[src/rtl/mst_pkg.sv]
// Shared types of the memory request slot table.
// Assumes nothing beyond IEEE 1800-2017 packed structs.
package mst_pkg;

    // Per-slot state flags kept alongside the identity fields.
    typedef struct packed {
        logic pend;    // memory access in flight
        logic done;    // memory access completed
        logic sqd;     // slot was squashed
        logic tstall;  // stalled on address translation
    } slot_flags_t;

endpackage

[src/rtl/mst_first_free.sv]
// Lowest-index free slot finder.
// Assumes busy[i] = 1 marks slot i occupied; idx is 0 when none is free.
module mst_first_free #(
    parameter int N = 4,
    parameter int W = 2
) (
    input  logic [N-1:0] busy,
    output logic         found,
    output logic [W-1:0] idx
);

    // Scan from the top so the lowest free index is written last.
    always_comb begin
        found = 1'b0;
        idx   = '0;
        for (int i = N - 1; i >= 0; i--) begin
            if (!busy[i]) begin
                found = 1'b1;
                idx   = W'(i);
            end
        end
    end

endmodule

[src/rtl/mst_match.sv]
// Associative lookup over slot identity fields.
// Assumes the caller presents valid bits and per-slot tags; lowest match wins.
module mst_match #(
    parameter int N     = 4,
    parameter int W     = 2,
    parameter int TID_W = 1,
    parameter int SEQ_W = 8,
    parameter int IDX_W = 3
) (
    input  logic [N-1:0]     vld,
    input  logic [TID_W-1:0] tid  [N],
    input  logic [SEQ_W-1:0] seq  [N],
    input  logic [IDX_W-1:0] sidx [N],
    input  logic [TID_W-1:0] q_tid,
    input  logic [SEQ_W-1:0] q_seq,
    input  logic [IDX_W-1:0] q_idx,
    output logic             hit,
    output logic [W-1:0]     slot
);

    logic [N-1:0] eq;

    // Per-slot tag comparison.
    for (genvar i = 0; i < N; i++) begin : g_cmp
        assign eq[i] = vld[i] && (tid[i] == q_tid) && (seq[i] == q_seq)
                       && (sidx[i] == q_idx);
    end

    // Priority pick of the lowest matching index.
    always_comb begin
        hit  = 1'b0;
        slot = '0;
        for (int i = N - 1; i >= 0; i--) begin
            if (eq[i]) begin
                hit  = 1'b1;
                slot = W'(i);
            end
        end
    end

endmodule

[src/rtl/mst_block.sv]
// Per-thread translation-fault block register with recorded sequence number.
// Assumes bound is the squash boundary already widened by one bit.
module mst_block #(
    parameter int NT    = 2,
    parameter int TID_W = 1,
    parameter int SEQ_W = 8
) (
    input  logic             clk,
    input  logic             rst_n,
    input  logic             sq_valid,
    input  logic [TID_W-1:0] sq_tid,
    input  logic [SEQ_W:0]   bound,
    input  logic [NT-1:0]    stall_clr,
    input  logic             trap_valid,
    input  logic [TID_W-1:0] trap_tid,
    input  logic             set_valid,
    input  logic [TID_W-1:0] set_tid,
    input  logic [SEQ_W-1:0] set_seq,
    output logic [NT-1:0]    blocked_q,
    output logic [NT-1:0]    blocked_eff
);

    logic [SEQ_W-1:0] bseq_q [NT];
    logic [NT-1:0]    rel;

    for (genvar t = 0; t < NT; t++) begin : g_thr
        // Squash releases the block only when the faulting instruction is younger.
        assign rel[t] = sq_valid && (sq_tid == TID_W'(t)) && blocked_q[t]
                        && ({1'b0, bseq_q[t]} > bound);

        // Block state seen by same-cycle allocation, after the squash.
        assign blocked_eff[t] = blocked_q[t] && !rel[t] && !stall_clr[t];

        // Fault sets the block; squash and trap clear it; a fault wins.
        always_ff @(posedge clk) begin
            if (!rst_n) begin
                blocked_q[t] <= 1'b0;
                bseq_q[t]    <= '0;
            end else if (set_valid && (set_tid == TID_W'(t))) begin
                blocked_q[t] <= 1'b1;
                bseq_q[t]    <= set_seq;
            end else if (rel[t] || stall_clr[t]
                         || (trap_valid && (trap_tid == TID_W'(t)))) begin
                blocked_q[t] <= 1'b0;
            end
        end
    end

endmodule

[src/rtl/mem_slot_table.sv]
// Table of outstanding memory request slots shared by hardware threads.
// Allocates, looks up, completes, squashes and frees slots; keeps per-thread
// translation blocks. Assumes NUM_SLOTS is a power of two and NUM_THREADS >= 2.
// Within a cycle the squash is applied first, then response, retire, fault.
module mem_slot_table #(
    parameter int NUM_SLOTS   = 4,
    parameter int NUM_THREADS = 2,
    parameter int SEQ_W       = 8,
    parameter int IDX_W       = 3,
    parameter int CMD_W       = 2,
    localparam int SLOT_W     = $clog2(NUM_SLOTS),
    localparam int TID_W      = $clog2(NUM_THREADS)
) (
    input  logic                   clk,
    input  logic                   rst_n,
    input  logic                   alloc_req,
    input  logic [TID_W-1:0]       alloc_tid,
    input  logic [SEQ_W-1:0]       alloc_seq,
    input  logic [IDX_W-1:0]       alloc_idx,
    input  logic [CMD_W-1:0]       alloc_cmd,
    input  logic                   alloc_issue,
    output logic                   alloc_gnt,
    output logic [SLOT_W-1:0]      alloc_slot,
    output logic                   table_full,
    input  logic [TID_W-1:0]       lkp_tid,
    input  logic [SEQ_W-1:0]       lkp_seq,
    input  logic [IDX_W-1:0]       lkp_idx,
    input  logic                   lkp_retire,
    output logic                   lkp_hit,
    output logic [SLOT_W-1:0]      lkp_slot,
    output logic [CMD_W-1:0]       lkp_cmd,
    output logic                   lkp_pend,
    output logic                   lkp_done,
    output logic                   lkp_sqd,
    input  logic                   rsp_valid,
    input  logic [SLOT_W-1:0]      rsp_slot,
    output logic                   rsp_ok,
    output logic                   rsp_drop,
    input  logic                   flt_valid,
    input  logic [SLOT_W-1:0]      flt_slot,
    input  logic                   trap_valid,
    input  logic [TID_W-1:0]       trap_tid,
    input  logic                   sq_valid,
    input  logic [TID_W-1:0]       sq_tid,
    input  logic [SEQ_W-1:0]       sq_seq,
    input  logic                   sq_stall,
    output logic [NUM_THREADS-1:0] thr_blocked,
    output logic [NUM_SLOTS-1:0]   slot_busy
);

    import mst_pkg::*;

    localparam int BND_W = SEQ_W + 1;

    // Slot storage.
    logic [NUM_SLOTS-1:0] vld_q;
    slot_flags_t          fl_q   [NUM_SLOTS];
    logic [TID_W-1:0]     tid_q  [NUM_SLOTS];
    logic [SEQ_W-1:0]     seq_q  [NUM_SLOTS];
    logic [IDX_W-1:0]     idx_q  [NUM_SLOTS];
    logic [CMD_W-1:0]     cmd_q  [NUM_SLOTS];

    // Per-cycle decode.
    logic [BND_W-1:0]       bound;
    logic [NUM_SLOTS-1:0]   kill;
    logic [NUM_SLOTS-1:0]   sqd_eff;
    logic [NUM_SLOTS-1:0]   rsp_sel;
    logic [NUM_SLOTS-1:0]   ret_sel;
    logic [NUM_SLOTS-1:0]   flt_sel;
    logic [NUM_THREADS-1:0] stall_clr;
    logic [NUM_THREADS-1:0] blk_eff;
    logic                   free_found;
    logic [SLOT_W-1:0]      free_idx;
    logic                   flt_ok;
    logic                   rsp_hit;

    // Squash boundary: S, or S+1 for a stall-caused squash.
    assign bound = {1'b0, sq_seq} + BND_W'(sq_stall);

    for (genvar i = 0; i < NUM_SLOTS; i++) begin : g_dec
        // Slot killed by this cycle's squash.
        assign kill[i]    = sq_valid && vld_q[i] && !fl_q[i].sqd
                            && (tid_q[i] == sq_tid)
                            && ({1'b0, seq_q[i]} > bound);
        assign sqd_eff[i] = fl_q[i].sqd || kill[i];
        assign rsp_sel[i] = rsp_hit && (rsp_slot == SLOT_W'(i));
        assign ret_sel[i] = lkp_retire && lkp_hit && (lkp_slot == SLOT_W'(i));
        assign flt_sel[i] = flt_ok && (flt_slot == SLOT_W'(i));
    end

    // Threads whose translation-stalled slot is squashed this cycle.
    always_comb begin
        stall_clr = '0;
        for (int i = 0; i < NUM_SLOTS; i++) begin
            if (kill[i] && fl_q[i].tstall) begin
                stall_clr[tid_q[i]] = 1'b1;
            end
        end
    end

    // Fault qualification against the addressed slot.
    assign flt_ok = flt_valid && vld_q[flt_slot] && !sqd_eff[flt_slot]
                    && !fl_q[flt_slot].pend;

    // Response classification.
    assign rsp_hit  = rsp_valid && vld_q[rsp_slot] && fl_q[rsp_slot].pend;
    assign rsp_ok   = rsp_hit && !sqd_eff[rsp_slot];
    assign rsp_drop = rsp_hit && sqd_eff[rsp_slot];

    mst_first_free #(
        .N (NUM_SLOTS),
        .W (SLOT_W)
    ) u_free (
        .busy  (vld_q),
        .found (free_found),
        .idx   (free_idx)
    );

    mst_match #(
        .N     (NUM_SLOTS),
        .W     (SLOT_W),
        .TID_W (TID_W),
        .SEQ_W (SEQ_W),
        .IDX_W (IDX_W)
    ) u_match (
        .vld   (vld_q),
        .tid   (tid_q),
        .seq   (seq_q),
        .sidx  (idx_q),
        .q_tid (lkp_tid),
        .q_seq (lkp_seq),
        .q_idx (lkp_idx),
        .hit   (lkp_hit),
        .slot  (lkp_slot)
    );

    mst_block #(
        .NT    (NUM_THREADS),
        .TID_W (TID_W),
        .SEQ_W (SEQ_W)
    ) u_block (
        .clk         (clk),
        .rst_n       (rst_n),
        .sq_valid    (sq_valid),
        .sq_tid      (sq_tid),
        .bound       (bound),
        .stall_clr   (stall_clr),
        .trap_valid  (trap_valid),
        .trap_tid    (trap_tid),
        .set_valid   (flt_ok),
        .set_tid     (tid_q[flt_slot]),
        .set_seq     (seq_q[flt_slot]),
        .blocked_q   (thr_blocked),
        .blocked_eff (blk_eff)
    );

    // Allocation decision uses post-squash block state and registered busy bits.
    assign alloc_gnt  = alloc_req && free_found && !blk_eff[alloc_tid];
    assign alloc_slot = free_idx;
    assign table_full = &vld_q;
    assign slot_busy  = vld_q;

    // Lookup result fields from the hit slot.
    assign lkp_cmd  = lkp_hit ? cmd_q[lkp_slot]      : '0;
    assign lkp_pend = lkp_hit && fl_q[lkp_slot].pend;
    assign lkp_done = lkp_hit && fl_q[lkp_slot].done;
    assign lkp_sqd  = lkp_hit && fl_q[lkp_slot].sqd;

    // Slot state update in squash, response, retire, fault, allocate order.
    always_ff @(posedge clk) begin
        if (!rst_n) begin
            vld_q <= '0;
            for (int i = 0; i < NUM_SLOTS; i++) begin
                fl_q[i]  <= '0;
                tid_q[i] <= '0;
                seq_q[i] <= '0;
                idx_q[i] <= '0;
                cmd_q[i] <= '0;
            end
        end else begin
            for (int i = 0; i < NUM_SLOTS; i++) begin
                if (vld_q[i]) begin
                    if (kill[i] && fl_q[i].tstall) begin
                        fl_q[i].sqd    <= 1'b1;
                        fl_q[i].tstall <= 1'b0;
                    end else if (sqd_eff[i] && !fl_q[i].pend) begin
                        vld_q[i] <= 1'b0;
                        fl_q[i]  <= '0;
                    end else begin
                        if (kill[i]) begin
                            fl_q[i].sqd <= 1'b1;
                        end
                        if (rsp_sel[i]) begin
                            if (sqd_eff[i]) begin
                                vld_q[i] <= 1'b0;
                                fl_q[i]  <= '0;
                            end else begin
                                fl_q[i].pend <= 1'b0;
                                fl_q[i].done <= 1'b1;
                            end
                        end else if (ret_sel[i]) begin
                            vld_q[i] <= 1'b0;
                            fl_q[i]  <= '0;
                        end else if (flt_sel[i]) begin
                            fl_q[i].tstall <= 1'b1;
                        end
                    end
                end else if (alloc_gnt && (alloc_slot == SLOT_W'(i))) begin
                    vld_q[i]       <= 1'b1;
                    tid_q[i]       <= alloc_tid;
                    seq_q[i]       <= alloc_seq;
                    idx_q[i]       <= alloc_idx;
                    cmd_q[i]       <= alloc_cmd;
                    fl_q[i].pend   <= alloc_issue;
                    fl_q[i].done   <= 1'b0;
                    fl_q[i].sqd    <= 1'b0;
                    fl_q[i].tstall <= 1'b0;
                end
            end
        end
    end

endmodule

[config.mk]
export PLATFORM = sky130hd
export DESIGN_NAME = mem_slot_table
export DESIGN_NICKNAME = d
export VERILOG_FILES = /design/src/rtl/mst_pkg.sv /design/src/rtl/mst_first_free.sv /design/src/rtl/mst_match.sv /design/src/rtl/mst_block.sv /design/src/rtl/mem_slot_table.sv
export SDC_FILE = /design/constraint.sdc
export NUM_CORES = 1
export LEC_CHECK = 0
export BUFFER_PORTS_ARGS = -buffer_cell sky130_fd_sc_hd__clkbuf_2
export CORE_MARGIN = 10
export CORE_UTILIZATION = 40
export DETAILED_ROUTE_END_ITERATION = 12
export HOLD_SLACK_MARGIN = 0.08
export RECOVER_POWER = 50
export SETUP_SLACK_MARGIN = 0.15
export SLEW_MARGIN = 0
export SYNTH_ARGS = -nofsm -noshare
export SYNTH_HDL_FRONTEND = slang
export SYNTH_SLANG_ARGS = --single-unit
export TNS_END_PERCENT = 1
[constraint.sdc]
create_clock -name clk -period 6 [get_ports clk]
set_input_delay 0.9 -clock clk [delete_from_list [all_inputs] [get_ports clk]]
set_output_delay 0.9 -clock clk [all_outputs]
set_load 0.005 [all_outputs]
==> impl_metrics.env, run 1 <==
export IMPL_grt_max_degree=50
export IMPL_regArea_mm2=0.002282
export IMPL_worst_slew_pin_slew_ps=1228
export IMPL_clock_sinks=94
export IMPL_cts_buffers=9
export IMPL_place_inst=1037
export IMPL_num_vias=6288
export IMPL_min_path_cells=2
export IMPL_synth_top_area_share_pct=16.75
export IMPL_ys_seq_elements=94
export IMPL_layout_cells_non_filler=1052
export IMPL_crit_type="in2out"
export IMPL_postCtsSetupRepairBufs=0
export IMPL_yosysUniqueCellTypes=79
export IMPL_syn2layout_area_growth_pct=9.054
export IMPL_multi_input_area_mm2=0.004476
export IMPL_htree_num_levels=3
export IMPL_synthTopCellsByCount="nand2_1 (107), xnor2_1 (63), dfxtp_1 (54)"
export IMPL_synth_most_common_cell="nand2_1"
export IMPL_post_cts_resized=0
export IMPL_path_max_fanout=13
export IMPL_drcViolationCount=0
export IMPL_core_mm2=0.01742
export IMPL_hp_class="reg2reg"
export IMPL_grt_pass1_wl_mm=34.96
export IMPL_gp_congestion=0.8919
export IMPL_clk_pin_slew_ps=60
export IMPL_status="finished, final reports clean"
export IMPL_crit_path_end_kind="output port"
export IMPL_rsz0062_at_grt="no"
export IMPL_finClkSkew_ps=6.573
export IMPL_worstPathRequired_ps=5100
export IMPL_synthCells=787
export IMPL_wire_per_inst_um=21.25
export IMPL_grt_overflow=0
export IMPL_cp_data_arrival_time_ps=4660
export IMPL_drive_gt1_share_pct=12.09
export IMPL_setup_tns_ps=0
export IMPL_finalCritPeriodShare_pct=92.65
export IMPL_grt_antenna_before_repair=0
export IMPL_nets=905
export IMPL_crit_reg2reg_launch="seq_q[1]$_SDFFE_PN0P_"
export IMPL_min_from="idx_q[5]$_SDFFE_PN0P_"
export IMPL_irDropWorstVdd_uv=121.9
export IMPL_crit_path_start_kind="primary input"
export IMPL_power_density_mw_per_mm2=202.6
export IMPL_first_pass_iters=5
export IMPL_ant_nets=0
export IMPL_clk_latency_ps=350
export IMPL_cts_tree="done"
export IMPL_slew_viol_final=0
export IMPL_setup_viol=0
export IMPL_grt_pass1_vias=6008
export IMPL_drt_initial_drc_count=680
export IMPL_insertedDiodeCount=0
export IMPL_min_to="idx_q[5]$_SDFFE_PN0P_"
export IMPL_fp_row_count=48
export IMPL_dieArea_mm2=0.02369
export IMPL_yosysSeqAreaShare_pct=31.82
export IMPL_synth_flop_cell="dfxtp_1"
export IMPL_r2r_cells=11
export IMPL_rrSetupSlack_ps=1620
export IMPL_period_minus_slack_ps=5559
export IMPL_start_util_pct=41.18
export IMPL_yosysWarnings=0
export IMPL_cts_root_buf="clkbuf_16"
export IMPL_hold_viol_final=0
export IMPL_wl_mm=22.36
export IMPL_io_pins=70
export IMPL_synth_largest_area_cell="edfxtp_1"
export IMPL_max_cap_viol_count=0
export IMPL_synthesis_area_mm2=0.007172
export IMPL_grt_total_usage_pct=18.32
export IMPL_syn_area_per_cell_um2=9.113
export IMPL_synth_area_leaders="edfxtp_1 (17%), dfxtp_1 (15%), xnor2_1 (7.7%), mux2i_1 (6.8%), nand2_1 (5.6%)"
export IMPL_hold_buffers=0
export IMPL_clockBufferDepth=2
export IMPL_p_leak_nw=2.942
export IMPL_final_util_pct=44.91
export IMPL_synth_edff_count=40
export IMPL_dieHeight_um=153.9
export IMPL_synthArstFlopShare_pct=0
export IMPL_worst_slack_ps=440.8
export IMPL_synth_nets=869
export IMPL_die_w_um=153.9
export IMPL_r2r_end="cmd_q[0][0]$_SDFFCE_PN0P_"
export IMPL_max_freq_mhz=179.9
export IMPL_pre_cts_slack_ps=607.0
export IMPL_nFillCells=1750
export IMPL_viasPerCell=5.977
export IMPL_port_buffers=69
export IMPL_timing_hold_ws_ps=472.6
export IMPL_hpwl_mm=17.09
export IMPL_maxSlewHeadroom_pct=17.37
-- through the flow --
step	cell area, µm²	total power, W
after floorplan	7172	0.0009286
after global placement	7592	0.001022
after detailed placement	7592	0.001022
after CTS	7879	0.001591
after global routing	7821	0.001642
final	7821	0.001585
-- registers in the layout, indices dropped and copies added, names as in the netlist --
signal	count
slot_busy	4
seq_q	32
u_block.bseq_q	16
fl_q	16
idx_q	12
tid_q	4
cmd_q	8
u_block.blocked_q	2
-- area by class of cell --
cell class | instances | share of cell area, %
clock inverters | 2 | 0.1920
well taps | 225 | 3.599
multi-input cells | 611 | 57.22
clock buffers | 13 | 3.471
flip-flops and latches | 94 | 29.18
inverters | 27 | 1.296
repair buffers | 80 | 5.039
-- cell families after synthesis --
kind of cell	share of synthesized area [%]
AO/OA/AOI/OAI	16.73
adder cells (fa/ha/maj)	5.862
multiplexers	9.979
XOR/XNOR	9.194
AND/OR/NAND/NOR	20.97
flip-flops	31.82
buffers and inverters	5.443
-- critical path, cell delays in order --
cell and delay (ps):
clkbuf_2 80, ha_1 180, ha_1 270, and3_1 540, nand3_4 270, a32o_1 340
a2111o_1 390, a31oi_1 510, a21oi_1 340, mux4_2 550, nor2b_1 140, clkbuf_2 120
-- report_power, final --
group / switching (W) / internal (W) / leakage [nW]
registers: 0.0000352 / 0.000692 / 0.856
logic: 0.000167 / 0.000116 / 1.94
clock network: 0.000258 / 0.000317 / 0.141
total: 0.000459 / 0.00113 / 2.94
-- per-layer routing --
layer,global-route usage (%),up-vias,part of all wire (%)
li1,-,3001,-
met1,26.20,2999,48
met2,27.97,248,44
met3,2.204,40,5.6
met4,5.668,0,2.4
met5,0,-,0
-- how the worst max path moves through the flow --
stage	to	slack, ps	from	cells past startpoint
after detailed placement	alloc_gnt	610	sq_seq[0]	11
final	rsp_ok	440	sq_seq[0]	12
after global placement	alloc_gnt	700	sq_seq[0]	11
after floorplan	alloc_gnt	1310	sq_seq[0]	15
after global routing	rsp_ok	170	sq_stall	12
after CTS	alloc_gnt	610	sq_seq[0]	11
-- cell usage in the layout, fill, tap and decap left out, types with 5 or more instances in the layout --
cell,count
a31oi_1,11
clkbuf_1,19
o211ai_1,8
nand3_1,19
nand2b_1,8
nor4_1,7
or4_1,5
mux4_2,9
o21ai_0,16
nor3b_1,21
nand2_1,107
o31ai_1,9
clkbuf_16,10
ha_1,32
a211oi_1,7
mux2i_1,49
nor2_1,27
a21oi_1,37
nor2b_1,8
clkbuf_2,57
inv_1,26
dfxtp_1,54
and3_1,22
and2_1,6
nand4_1,15
nor3_1,16
a2111o_1,6
xnor2_1,63
edfxtp_1,40
buf_4,6
o21a_1,7
(Power assumes the default switching activity.)
==> run 2, diff against run 1 <==
--- a/config.mk
+++ b/config.mk
@@ -8,6 +8,7 @@
 export BUFFER_PORTS_ARGS = -buffer_cell sky130_fd_sc_hd__clkbuf_2
 export CORE_MARGIN = 10
 export CORE_UTILIZATION = 40
+export CTS_CLUSTER_DIAMETER = 60
 export DETAILED_ROUTE_END_ITERATION = 12
 export HOLD_SLACK_MARGIN = 0.08
 export RECOVER_POWER = 50
==> constraint.sdc (replaced) <==
create_clock -name clk -period 6.6 [get_ports clk]
set_input_delay 0.99 -clock clk [delete_from_list [all_inputs] [get_ports clk]]
set_output_delay 0.99 -clock clk [all_outputs]
set_load 0.005 [all_outputs]
==> run 2 against run 1 <==
Net effect:
- global-route usage about the same
- count of clock-buffer cells in the layout decreased by 4
- hold slack improved by 1.3 ps
- wire length decreased by 0.53%
- final area decreased by 0.30%
- clock power decreased by 10%
- clock skew increased by 4.5 ps
- critical path depth unchanged
- sequential power decreased by 9.1%
- final cell count about the same
- critical path type unchanged
- critical endpoint is now alloc_gnt
- largest power group unchanged
- highest routed layer unchanged
==> impl_metrics.env, run 2 (synthesis gave the netlist of run 1 again) <==
export IMPL_status="finished, final reports clean"
export IMPL_grt_overflow=0
export IMPL_grt_total_usage_pct=18.30
export IMPL_cp_data_arrival_time_ps=5050
export IMPL_drt_initial_drc_count=579
export IMPL_nets=903
export IMPL_wl_mm=22.24
export IMPL_cts_tree="done"
export IMPL_viasPerCell=6.018
export IMPL_dieHeight_um=153.9
export IMPL_start_util_pct=41.18
export IMPL_maxSlewHeadroom_pct=8.129
export IMPL_crit_path_end_kind="output port"
export IMPL_p_seq_share_pct=46.2
export IMPL_irDropWorstVdd_uv=116.2
export IMPL_first_pass_iters=5
export IMPL_top_regs="seq_q (32), fl_q (16), u_block.bseq_q (16)"
export IMPL_cts_buffers=9
export IMPL_worst_slack_ps=562.4
export IMPL_io_pins=70
export IMPL_grt_pass1_vias=6135
export IMPL_setup_viol=0
export IMPL_insertedDiodeCount=0
export IMPL_hpwl_mm=16.92
export IMPL_multi_input_area_mm2=0.004463
export IMPL_final_cell_mix="nand2_1 (107), xnor2_1 (63), dfxtp_1 (54), clkbuf_2 (54), mux2i_1 (49)"
export IMPL_wire_per_inst_um=21.16
export IMPL_crit_path_start_kind="primary input"
export IMPL_grt_max_degree=75
export IMPL_power_density_mw_per_mm2=183.5
export IMPL_finClkSkew_ps=11.05
export IMPL_p_leak_nw=2.934
export IMPL_clk_pin_slew_ps=80
export IMPL_dieArea_mm2=0.02369
export IMPL_top_register="seq_q"
export IMPL_postCtsSetupRepairBufs=0
export IMPL_hold_buffers=0
export IMPL_gp_congestion=0.9134
export IMPL_combinationalPowerShare_pct=17.7
export IMPL_port_buffers=69
export IMPL_cts_root_buf="clkbuf_16"
export IMPL_setup_tns_ps=0
export IMPL_post_cts_resized=0
export IMPL_ant_nets=0
export IMPL_pre_cts_slack_ps=948.8
export IMPL_syn2layout_area_growth_pct=8.723
export IMPL_num_vias=6325
export IMPL_rsz0062_at_grt="no"
export IMPL_nFillCells=1780
export IMPL_drcViolationCount=0
export IMPL_layout_commonest_cell="nand2_1"
export IMPL_worstPathRequired_ps=5610
export IMPL_swShare_pct=30.39
export IMPL_intPower_w=0.0009961
export IMPL_finalCritPeriodShare_pct=91.48
export IMPL_clk_latency_ps=350
export IMPL_drive_gt1_share_pct=12.11
export IMPL_grt_pass1_wl_mm=34.96
export IMPL_clock_sinks=94
export IMPL_p_clk_share_pct=36.1
export IMPL_crit_type="in2out"
export IMPL_power_switching_w=0.0004349
export IMPL_hp_class="reg2reg"
export IMPL_max_cap_viol_count=0
export IMPL_worst_slew_pin_slew_ps=1365
export IMPL_htree_num_levels=3
export IMPL_clockBufferDepth=2
export IMPL_hold_viol_final=0
export IMPL_fp_row_count=48
export IMPL_path_max_fanout=13
export IMPL_largest_register_ffs=32
export IMPL_regArea_mm2=0.002282
export IMPL_core_mm2=0.01742
export IMPL_period_minus_slack_ps=6038
export IMPL_die_w_um=153.9
export IMPL_grt_antenna_before_repair=0
export IMPL_slew_viol_final=0
export IMPL_max_freq_mhz=165.6
==> run 2: cell types whose count changed in the layout (fill, tap and decap cells not counted), moves of 2 or more <==
cell and delta:
clkbuf_1 -3, clkbuf_2 -3, buf_4 +2, clkinv_2 +2, inv_8 +2
==> run 2: layer usage <==
| layer | part of all wire [%] | vias to the layer above | routed length [µm] | GRT usage [%] |
|---|---|---|---|---|
| met5 | 0 | - | 0 | 0 |
| met4 | 2.2 | 0 | 498 | 6.253 |
| li1 | - | 3006 | - | - |
| met2 | 45 | 253 | 10080 | 28.52 |
| met3 | 6.5 | 31 | 1437 | 2.594 |
| met1 | 46 | 3035 | 10230 | 25.25 |
==> run 2: worst paths after layout <==
path | from | end | slack [ps] | cells past startpoint
max reg2reg | seq_q[24]$_SDFFE_PN0P_ | cmd_q[1][0]$_SDFFCE_PN0P_ | 2290 | 11
min | idx_q[9]$_SDFFE_PN0P_ | idx_q[9]$_SDFFE_PN0P_ | 470 | 2
max | sq_seq[0] | alloc_gnt | 560 | 12
min reg2reg | idx_q[9]$_SDFFE_PN0P_ | idx_q[9]$_SDFFE_PN0P_ | 470 | 2
==> run 2: power by group through the flow <==
stage	clock network [W]	logic [W]	registers, W
6_report	0.000516	0.000254	0.000661
4_1_cts	0.000523	0.000256	0.000660
5_1_grt	0.000540	0.000280	0.000664
3_5_place_dp	0	0.000254	0.000674
2_1_floorplan	0	0.000187	0.000657
3_3_place_gp	0	0.000253	0.000674
==> run 2: through the flow <==
stage	total power (W)	util [%]	cell area, µm²	instances	hold WS (ps)
final	0.001431	44.77	7797	1051	473.9
after global routing	0.001484	44.77	7797	1051	496.2
after CTS	0.001438	45.11	7856	1051	474.7
after detailed placement	0.0009274	43.51	7577	1035	461.1
after global placement	0.0009267	43.51	7577	1035	457.2
after floorplan	0.0008442	-	7172	787	447.3
==> run 2: worst max-delay path: stages <==
cell and delay (ps):
clkbuf_2 80, ha_1 180, ha_1 270, and3_1 570, nand3_4 270, a32o_1 330
o41ai_1 1000, a41oi_1 270, and4b_1 410, a211oi_1 260, buf_4 250, clkbuf_2 150
==> run 2: area by class of cell <==
class,instances,share of cell area (%)
clock inverter,7,0.6900
clock buffer,9,2.888
multi-input combinational,611,57.24
sequential,94,29.27
inverter,27,1.300
timing repair buffer,78,5.006
tap,225,3.610
